`config.mk`:
```
export PLATFORM = sky130hd
export DESIGN_NAME = xint_ctrl
export DESIGN_NICKNAME = d
export VERILOG_FILES = /design/src/rtl/xint_pkg.sv /design/src/rtl/xint_sync.sv /design/src/rtl/xint_cfg.sv /design/src/rtl/xint_mask_path.sv /design/src/rtl/xint_nm_path.sv /design/src/rtl/xint_ctrl.sv
export SDC_FILE = /design/constraint.sdc
export NUM_CORES = 1
export LEC_CHECK = 0
export BUFFER_PORTS_ARGS = -buffer_cell sky130_fd_sc_hd__buf_2
export CORE_AREA = 2 2 39 41
export CTS_CLUSTER_DIAMETER = 120
export DETAILED_ROUTE_END_ITERATION = 8
export DIE_AREA = 0 0 41 43
export PLACE_DENSITY_LB_ADDON = 0.05
export SETUP_SLACK_MARGIN = 0.2
export SLEW_MARGIN = 20
export SYNTH_ARGS = -nofsm -noshare
export SYNTH_HDL_FRONTEND = slang
export SYNTH_SLANG_ARGS = --single-unit
```
`constraint.sdc`:
```
create_clock -name clk -period 1.4 [get_ports clk]
set_input_delay 0.07 -clock clk [delete_from_list [all_inputs] [get_ports clk]]
set_output_delay 0.07 -clock clk [all_outputs]
set_load 0.02 [all_outputs]
```
`src/rtl/xint_pkg.sv`:
```
package xint_pkg;

    localparam int unsigned SYNC_STAGES_DEF = 2;

    localparam int unsigned CFG_W         = 3;
    localparam int unsigned CFG_EN_BIT    = 0;
    localparam int unsigned CFG_TRIG_BIT  = 1;
    localparam int unsigned CFG_NMASK_BIT = 2;
    localparam int unsigned CFG_WR_W      = CFG_NMASK_BIT;

    typedef enum logic {
        TRIG_LEVEL = 1'b0,
        TRIG_FALL  = 1'b1
    } trig_e;

    typedef struct packed {
        trig_e trig;
        logic  enable;
    } mcfg_t;

    localparam mcfg_t MCFG_RESET = '{trig: TRIG_LEVEL, enable: 1'b0};

    // Active-low pin: an event is a 1 -> 0 step of the synchronized level
    function automatic logic is_fall(input logic prev_lvl, input logic cur_lvl);
        return prev_lvl & ~cur_lvl;
    endfunction

    function automatic mcfg_t unpack_cfg(input logic [CFG_WR_W-1:0] wd);
        mcfg_t c;
        c.enable = wd[CFG_EN_BIT];
        c.trig   = trig_e'(wd[CFG_TRIG_BIT]);
        return c;
    endfunction

endpackage

```
`src/rtl/xint_sync.sv`:
```
module xint_sync #(
    parameter int unsigned STAGES = xint_pkg::SYNC_STAGES_DEF
) (
    input  logic clk,
    input  logic rst,
    input  logic d_async,
    output logic q_sync
);
    logic [STAGES-1:0] chain;

    // Reset to the idle (high) level so no false edge follows reset
    always_ff @(posedge clk) begin
        if (rst) chain[0] <= 1'b1;
        else     chain[0] <= d_async;
    end

    generate
        for (genvar i = 1; i < STAGES; i++) begin : g_stage
            always_ff @(posedge clk) begin
                if (rst) chain[i] <= 1'b1;
                else     chain[i] <= chain[i-1];
            end

            AST_SYNC_SHIFT: assert property (@(posedge clk) disable iff (rst)
                chain[i] == $past(chain[i-1]));
        end
    endgenerate

    assign q_sync = chain[STAGES-1];

endmodule

```
`src/rtl/xint_cfg.sv`:
```
module xint_cfg
    import xint_pkg::*;
(
    input  logic                clk,
    input  logic                rst,
    input  logic                cfg_wr,
    input  logic [CFG_WR_W-1:0] cfg_wdata,
    input  logic                nm_wr,
    input  logic                nm_wdata,
    output mcfg_t               mcfg,
    output logic                nm_mask
);
    mcfg_t mcfg_q;
    logic  nm_mask_q;

    always_ff @(posedge clk) begin
        if (rst)         mcfg_q <= MCFG_RESET;
        else if (cfg_wr) mcfg_q <= unpack_cfg(cfg_wdata);
    end

    // The mask only moves toward 0; a written 1 has no path to the flop
    always_ff @(posedge clk) begin
        if (rst)                    nm_mask_q <= 1'b1;
        else if (nm_wr && !nm_wdata) nm_mask_q <= 1'b0;
    end

    assign mcfg    = mcfg_q;
    assign nm_mask = nm_mask_q;

    AST_NM_MASK_STICKY: assert property (@(posedge clk) disable iff (rst)
        !nm_mask_q |=> !nm_mask_q);
    AST_CFG_HOLD: assert property (@(posedge clk) disable iff (rst)
        !cfg_wr |=> $stable(mcfg_q));

endmodule

```
`src/rtl/xint_mask_path.sv`:
```
module xint_mask_path
    import xint_pkg::*;
(
    input  logic  clk,
    input  logic  rst,
    input  logic  pin_lvl,
    input  mcfg_t mcfg,
    input  logic  cpu_imask,
    input  logic  ack,
    output logic  req
);
    logic prev_lvl;
    logic pend;
    logic fall;
    logic gate;
    logic raw;

    assign fall = is_fall(prev_lvl, pin_lvl);

    always_ff @(posedge clk) begin
        if (rst) prev_lvl <= 1'b1;
        else     prev_lvl <= pin_lvl;
    end

    // The latch is live only while enabled in edge mode; a new edge wins over ack
    always_ff @(posedge clk) begin
        if (rst)                                      pend <= 1'b0;
        else if (!mcfg.enable || mcfg.trig == TRIG_LEVEL) pend <= 1'b0;
        else if (fall)                                pend <= 1'b1;
        else if (ack)                                 pend <= 1'b0;
    end

    always_comb begin
        gate = mcfg.enable & ~cpu_imask;
        unique case (mcfg.trig)
            TRIG_FALL:  raw = pend;
            TRIG_LEVEL: raw = ~pin_lvl;
            default:    raw = 1'b0;
        endcase
        req = gate & raw;
    end

    AST_DISABLE_EMPTIES: assert property (@(posedge clk) disable iff (rst)
        !mcfg.enable |=> !pend);
    AST_PEND_HOLDS: assert property (@(posedge clk) disable iff (rst)
        (pend && mcfg.enable && mcfg.trig == TRIG_FALL && !ack) |=> pend);
    AST_FALL_WINS: assert property (@(posedge clk) disable iff (rst)
        (fall && ack && mcfg.enable && mcfg.trig == TRIG_FALL) |=> pend);
    AST_MASK_BLOCKS: assert property (@(posedge clk) disable iff (rst)
        cpu_imask |-> !req);

endmodule

```
`src/rtl/xint_nm_path.sv`:
```
module xint_nm_path
    import xint_pkg::*;
(
    input  logic clk,
    input  logic rst,
    input  logic pin_lvl,
    input  logic nm_mask,
    input  logic ack,
    output logic req
);
    logic prev_lvl;
    logic pend;
    logic fall;

    assign fall = is_fall(prev_lvl, pin_lvl);

    always_ff @(posedge clk) begin
        if (rst) prev_lvl <= 1'b1;
        else     prev_lvl <= pin_lvl;
    end

    // Events seen while masked are dropped, not stored
    always_ff @(posedge clk) begin
        if (rst)          pend <= 1'b0;
        else if (nm_mask) pend <= 1'b0;
        else if (fall)    pend <= 1'b1;
        else if (ack)     pend <= 1'b0;
    end

    assign req = pend & ~nm_mask;

    AST_NMI_BLOCKED: assert property (@(posedge clk) disable iff (rst)
        nm_mask |=> !pend);
    AST_NMI_HOLD: assert property (@(posedge clk) disable iff (rst)
        (pend && !ack && !nm_mask) |=> pend);

endmodule

```
`src/rtl/xint_ctrl.sv`:
```
module xint_ctrl
    import xint_pkg::*;
#(
    parameter int unsigned SYNC_STAGES = SYNC_STAGES_DEF
) (
    input  logic                clk,
    input  logic                rst,
    input  logic                irq_pin_n,
    input  logic                nmi_pin_n,
    input  logic                cpu_imask,
    input  logic                cfg_wr,
    input  logic [CFG_WR_W-1:0] cfg_wdata,
    input  logic                nm_wr,
    input  logic                nm_wdata,
    input  logic                irq_ack,
    input  logic                nmi_ack,
    output logic                irq_req,
    output logic                nmi_req,
    output logic [CFG_W-1:0]    cfg_rdata
);
    logic  irq_lvl;
    logic  nmi_lvl;
    mcfg_t mcfg;
    logic  nm_mask;

    xint_sync #(.STAGES(SYNC_STAGES)) u_sync_irq (
        .clk(clk), .rst(rst), .d_async(irq_pin_n), .q_sync(irq_lvl)
    );

    xint_sync #(.STAGES(SYNC_STAGES)) u_sync_nmi (
        .clk(clk), .rst(rst), .d_async(nmi_pin_n), .q_sync(nmi_lvl)
    );

    xint_cfg u_cfg (
        .clk(clk), .rst(rst),
        .cfg_wr(cfg_wr), .cfg_wdata(cfg_wdata),
        .nm_wr(nm_wr), .nm_wdata(nm_wdata),
        .mcfg(mcfg), .nm_mask(nm_mask)
    );

    xint_mask_path u_mpath (
        .clk(clk), .rst(rst), .pin_lvl(irq_lvl), .mcfg(mcfg),
        .cpu_imask(cpu_imask), .ack(irq_ack), .req(irq_req)
    );

    xint_nm_path u_npath (
        .clk(clk), .rst(rst), .pin_lvl(nmi_lvl), .nm_mask(nm_mask),
        .ack(nmi_ack), .req(nmi_req)
    );

    always_comb begin
        cfg_rdata                = '0;
        cfg_rdata[CFG_EN_BIT]    = mcfg.enable;
        cfg_rdata[CFG_TRIG_BIT]  = mcfg.trig;
        cfg_rdata[CFG_NMASK_BIT] = nm_mask;
    end

    AST_REQ_NEEDS_ENABLE: assert property (@(posedge clk) disable iff (rst)
        irq_req |-> cfg_rdata[CFG_EN_BIT]);
    AST_NMI_NEEDS_UNMASK: assert property (@(posedge clk) disable iff (rst)
        nmi_req |-> !cfg_rdata[CFG_NMASK_BIT]);

endmodule

```
==> results.sh, run 1 <==
export IMPL_clk_pin_slew_worst_paths_ps=60
export IMPL_post_dp_cell_area_um2=484.2
export IMPL_grt_overflow_total=0
export IMPL_fin_crit_ps=1160
export IMPL_final_layout_size_suffix_gt1_frac=0.4310
export IMPL_cp_max_fo=4
export IMPL_cp_end_kind="output pin"
export IMPL_ant_nets=0
export IMPL_timing_setup_tns_ps=0
export IMPL_final_cell_mix="15 x buf_2, 10 x dfxtp_1, 6 x or2_1, 6 x nand2b_1, 3 x clkbuf_4"
export IMPL_start_util=0.2866
export IMPL_p_clk_frac=0.343
export IMPL_synth_seq_area_share=0.5552
export IMPL_grt_pass1_vias=318
export IMPL_dp_cells=67
export IMPL_setup_slack_ps=239.9
export IMPL_placement_io_buffers=16
export IMPL_grt_max_degree=12
export IMPL_cts_tree="yes"
export IMPL_yosysTopAreaCellShare=0.5552
export IMPL_multi_input_area_um2=163.9
export IMPL_drc_errors=0
export IMPL_hp_class="input port to flop"
export IMPL_rsz0062_at_grt="no"
export IMPL_drv_slew=0
export IMPL_place_ws_ps=467.6
export IMPL_finalSetupViolations=0
export IMPL_critPathLaunchType="flop"
export IMPL_crit_buf_inv=1
export IMPL_worst_pin_slew_ps=148.6
export IMPL_synth_top_area_cell="dfxtp_1"
export IMPL_crit_path_max_incr_delay_ps=330
export IMPL_pwr_share_comb=0.096
export IMPL_hold_violations=0
export IMPL_peakVddDrop_mv=0.4652
export IMPL_switchingPower_uw=125.7
export IMPL_crit_type="flop to output pin"
export IMPL_slew_headroom=0.8981
export IMPL_die_h_um=43
export IMPL_wl_per_cell_um=8.878
export IMPL_run_status="complete, no violations"
export IMPL_ys_warnings_count=0
export IMPL_stdcell_count=74
export IMPL_routabilityCongestion=0.5684
export IMPL_grt_pass1_wl_mm=1.110
export IMPL_drt_total_wl_um=657
export IMPL_path_delay_family="flip-flops"
export IMPL_rows=14
export IMPL_cap_violations=0
export IMPL_seq_area_um2=221.5
export IMPL_fin_crit_sh=0.8286
export IMPL_die_w_um=41
export IMPL_vias_per_cell=4.122
export IMPL_pwr_share_seq=0.561
export IMPL_synthTopCellsByArea="dfxtp_1 56%, nand2b_1 9.5%, or2_1 9.5%"
export IMPL_syn_area_um2=396.6
export IMPL_antenna_cells=0
export IMPL_ctsLongestPathBuffers=2
export IMPL_dr_pass1_iters=2
export IMPL_cp_arrival_ps=1090
export IMPL_cts_sinks=11
export IMPL_powerDensity_nw_per_um2=1096
export IMPL_synthCells=37
export IMPL_cts_root_buffer="clkbuf_4"
export IMPL_track_usage=0.09808
export IMPL_path_cells="or2_1, a21oi_2, buf_4"
export IMPL_power_leakage_uw=0.0002285
export IMPL_fillers=141
export IMPL_ys_ff_latch=11
export IMPL_clock_skew_ps=1.836
export IMPL_clock_latency_ps=260
export IMPL_antenna_found_initial=0
export IMPL_p_total_uw=593.7
export IMPL_required_ps=1330
export IMPL_drtIter0Drc=2
export IMPL_pin_count=17
export IMPL_cts_htree_levels=1
export IMPL_internal_power_uw=468.0
export IMPL_max_freq_ghz=0.8620
export IMPL_numCtsBuffers=3
export IMPL_finish_instance_area_um2=541.8
export IMPL_synth_nets=49
export IMPL_swShare=0.2117
export IMPL_avgSynthCellArea_um2=10.72
export IMPL_cp_slowest_cell="dfxtp_2"
export IMPL_synth_distinct_cells=13
export IMPL_core_area_um2=1384
export IMPL_die_area_um2=1763
export IMPL_final_common_cell="buf_2"
export IMPL_num_vias=305
export IMPL_area_growth_pct=36.59
export IMPL_nNetsFinal=71
[state kept, by name (all words and copies together), names as in the netlist]
name	count
u_npath.prev_lvl	1
u_sync_nmi.q_sync	1
u_cfg.nm_mask	1
u_cfg.mcfg	2
u_sync_nmi.chain	1
u_mpath.prev_lvl	1
u_mpath.pend	1
u_npath.pend	1
u_sync_irq.chain	1
u_sync_irq.q_sync	1
[worst min-delay path, cell delays in order]
cell     delay, ps
buf_2           80
mux2i_1         60
nor2_1          80
[repair_timing]
item                                   CTS  global route
setup endpoints to repair                1             1
pin swaps                                0             1
buffers inserted                         0             1
resized for setup                        2             0
endpoints found under the hold margin    2             0
hold buffers                             2             0
[stage by stage]
step             util  hold slack, ps
2_1_floorplan       -           167.1
3_3_place_gp   0.3499           250.0
3_5_place_dp   0.3499           249.4
4_1_cts        0.3861           46.67
5_1_grt        0.3915           73.15
6_report       0.3915           62.80
[per-layer routing]
| metal | up-vias | track usage | part of all wire |
|---|---|---|---|
| li1 | 159 | - | - |
| met1 | 136 | 0.08224 | 0.39 |
| met2 | 10 | 0.1594 | 0.51 |
| met3 | 0 | 0.04712 | 0.093 |
| met4 | 0 | 0.08000 | 0 |
| met5 | - | 0 | 0 |
[synth_stat cells]
library cell / number
or2_2: 1
nor2_1: 2
buf_2: 1
nor2b_1: 1
a21oi_2: 1
or2_1: 6
mux2i_1: 2
a211oi_2: 2
dfxtp_1: 11
buf_4: 1
nand2b_1: 6
nand2_1: 2
a21o_1: 1
[power by group through the flow]
stage | Combinational [uW] | Clock (uW) | Sequential [uW]
floorplan | 26.7 | 0 | 343
global placement | 49.1 | 0 | 339
detailed placement | 50.5 | 0 | 340
CTS | 55.0 | 218 | 333
global route | 62.9 | 230 | 334
finish | 56.9 | 204 | 333
[cell families (layout without fill, tap and decap cells)]
kind of cell | Yosys count | count (layout) | synth area share
simple gates | 18 | 18 | 0.2587
buf+inv | 2 | 23 | 0.03154
mux | 2 | 2 | 0.05048
flops | 11 | 11 | 0.5552
compound gates | 4 | 4 | 0.1041
[worst paths after layout]
kind                                     startpoint                 to  slack, ps  depth (start not counted)
worst max-delay path                  u_cfg.mcfg[1]            irq_req        240                          3
worst min-delay path                   cfg_wdata[0]      u_cfg.mcfg[0]         60                          3
worst max register to register        u_cfg.mcfg[1]      u_cfg.mcfg[1]        650                          3
worst min register to register  u_sync_nmi.chain[0]  u_sync_nmi.q_sync        410                          1
[final cells by class]
type | count | share of cell area
Sequential cell | 11 | 0.4088
Timing Repair Buffer | 19 | 0.2032
Multi-Input combinational cell | 24 | 0.3025
Tap cell | 16 | 0.03695
Clock buffer | 4 | 0.04850
No activity file was read; power rests on OpenSTA's default activity.
==> run 2: changes to the inputs <==
==> constraint.sdc (replaced) <==
create_clock -name clk -period 0.9 [get_ports clk]
set_input_delay 0.045 -clock clk [delete_from_list [all_inputs] [get_ports clk]]
set_output_delay 0.045 -clock clk [all_outputs]
set_load 0.02 [all_outputs]
==> run 2 against run 1 <==
Effect of this change:
- the run now ends with hold timing, setup timing left
- final cell count is 1.4% higher
- combinational power is 97% higher
- power rose by 62%
- critical path type unchanged
- critical endpoint unchanged
- largest cell class unchanged
==> results.sh, run 2 (synthesis results as in run 1) <==
export IMPL_run_status="finished with violations"
export IMPL_violations="hold timing, setup timing"
export IMPL_grtUsageMet1=0.1115
export IMPL_clock_latency_ps=260
export IMPL_hp_class="input port to flop"
export IMPL_cp_slowest_cell="dfxtp_1"
export IMPL_dp_cells=67
export IMPL_fillers=154
export IMPL_routabilityCongestion=0.6166
export IMPL_start_util=0.2866
export IMPL_stdcell_count=75
export IMPL_path_delay_family="flip-flops"
export IMPL_num_vias=326
export IMPL_cp_arrival_ps=1100
export IMPL_final_cell_mix="11 x buf_2, 6 x dfxtp_1, 5 x or2_1, 5 x buf_6, 5 x dfxtp_2"
export IMPL_drt_total_wl_um=768
export IMPL_setup_slack_ps=-241.7
export IMPL_wl_per_cell_um=10.24
export IMPL_grt_overflow_total=0
export IMPL_drc_errors=0
export IMPL_ctsLongestPathBuffers=2
export IMPL_grt_use_met2=0.1656
export IMPL_crit_path_max_incr_delay_ps=330
export IMPL_slew_headroom=0.8645
export IMPL_core_area_um2=1384
export IMPL_powerDensity_nw_per_um2=1591
export IMPL_max_freq_ghz=0.8759
export IMPL_critPathLaunchType="flop"
export IMPL_track_usage=0.1121
export IMPL_timing_setup_tns_ps=-337.2
export IMPL_antenna_found_initial=0
export IMPL_die_h_um=43
export IMPL_path_cells="or2_4, a21oi_4, buf_6"
export IMPL_die_area_um2=1763
export IMPL_drtIter0Drc=5
export IMPL_dr_pass1_iters=2
export IMPL_use_met3=0.04712
export IMPL_cts_htree_levels=1
export IMPL_largest_reg_flops=2
export IMPL_clock_skew_ps=5.697
export IMPL_hold_violations=2
export IMPL_die_w_um=41
export IMPL_vias_per_cell=4.347
export IMPL_crit_buf_inv=1
export IMPL_cts_root_buffer="clkbuf_4"
export IMPL_ant_nets=0
export IMPL_required_ps=850
export IMPL_pin_count=17
export IMPL_rows=14
export IMPL_timing_hold_ws_ps=-42.54
export IMPL_cp_max_fo=3
export IMPL_worst_pin_slew_ps=203.3
export IMPL_nNetsFinal=72
export IMPL_numCtsBuffers=3
export IMPL_area_growth_pct=52.05
export IMPL_hpwl_um=498
export IMPL_antenna_cells=0
export IMPL_fin_crit_ps=1142
export IMPL_fin_crit_sh=1.269
export IMPL_final_layout_size_suffix_gt1_frac=0.5932
export IMPL_power_leakage_uw=0.0002592
export IMPL_finalSetupViolations=2
export IMPL_grt_pass1_wl_mm=1.242
export IMPL_peakVddDrop_mv=0.7794
export IMPL_cts_tree="yes"
export IMPL_grt_max_degree=12
export IMPL_placement_io_buffers=16
export IMPL_drv_slew=0
export IMPL_cp_end_kind="output pin"
export IMPL_final_common_cell="buf_2"
export IMPL_seq_area_um2=226.5
export IMPL_cap_violations=0
export IMPL_multi_input_area_um2=188.9
export IMPL_clk_pin_slew_worst_paths_ps=70
export IMPL_grt_busiest_layer="met2"
export IMPL_cts_sinks=11
export IMPL_rsz0062_at_grt="yes"
export IMPL_crit_type="flop to output pin"
export IMPL_grt_pass1_vias=320
export IMPL_final_util=0.4358
[run 2: repair_timing]
action | CTS | global route
setup endpoints to repair | 5 | 8
hold endpoints to repair | 2 | 2
resized for setup | 14 | 2
setup buffers | 4 | 0
pin swaps | 1 | 0
[run 2: worst paths after layout]
check | slack, ps | cells past startpoint | startpoint | endpoint
max reg2reg | 40 | 4 | u_cfg.mcfg[1] | u_mpath.pend
max | -240 | 3 | u_sync_irq.q_sync | irq_req
min reg2reg | 400 | 1 | u_sync_nmi.chain[0] | u_sync_nmi.q_sync
min | -40 | 2 | nmi_pin_n | u_sync_nmi.chain[0]
[run 2: cell type report]
cell class / instances / share of cell area
multi-input cells: 24 / 0.3133
clock buffers: 4 / 0.04357
repair buffers: 20 / 0.2344
well taps: 16 / 0.03320
flip-flops and latches: 11 / 0.3755
[run 2: through the flow]
step                setup slack (ps)  total power (uW)  instance area, um^2
floorplan                      71.63             577.9                406.6
detailed placement             16.25             611.0                494.2
global placement               34.29             607.1                494.2
CTS                           -248.5             981.8                599.3
finish                        -241.7             959.4                603.1
global route                  -295.6              1026                603.1
[run 2: report_power, final]
group	switching [uW]	total, uW	internal (uW)
logic	44.5	112	67.7
registers	13.4	522	509
clock network	154	325	171
[run 2: layer usage]
| metal | share of wire | up-vias |
|---|---|---|
| met3 | 0.069 | 0 |
| met2 | 0.55 | 10 |
| met1 | 0.38 | 154 |
| li1 | - | 162 |
| met5 | 0 | - |
| met4 | 0 | 0 |
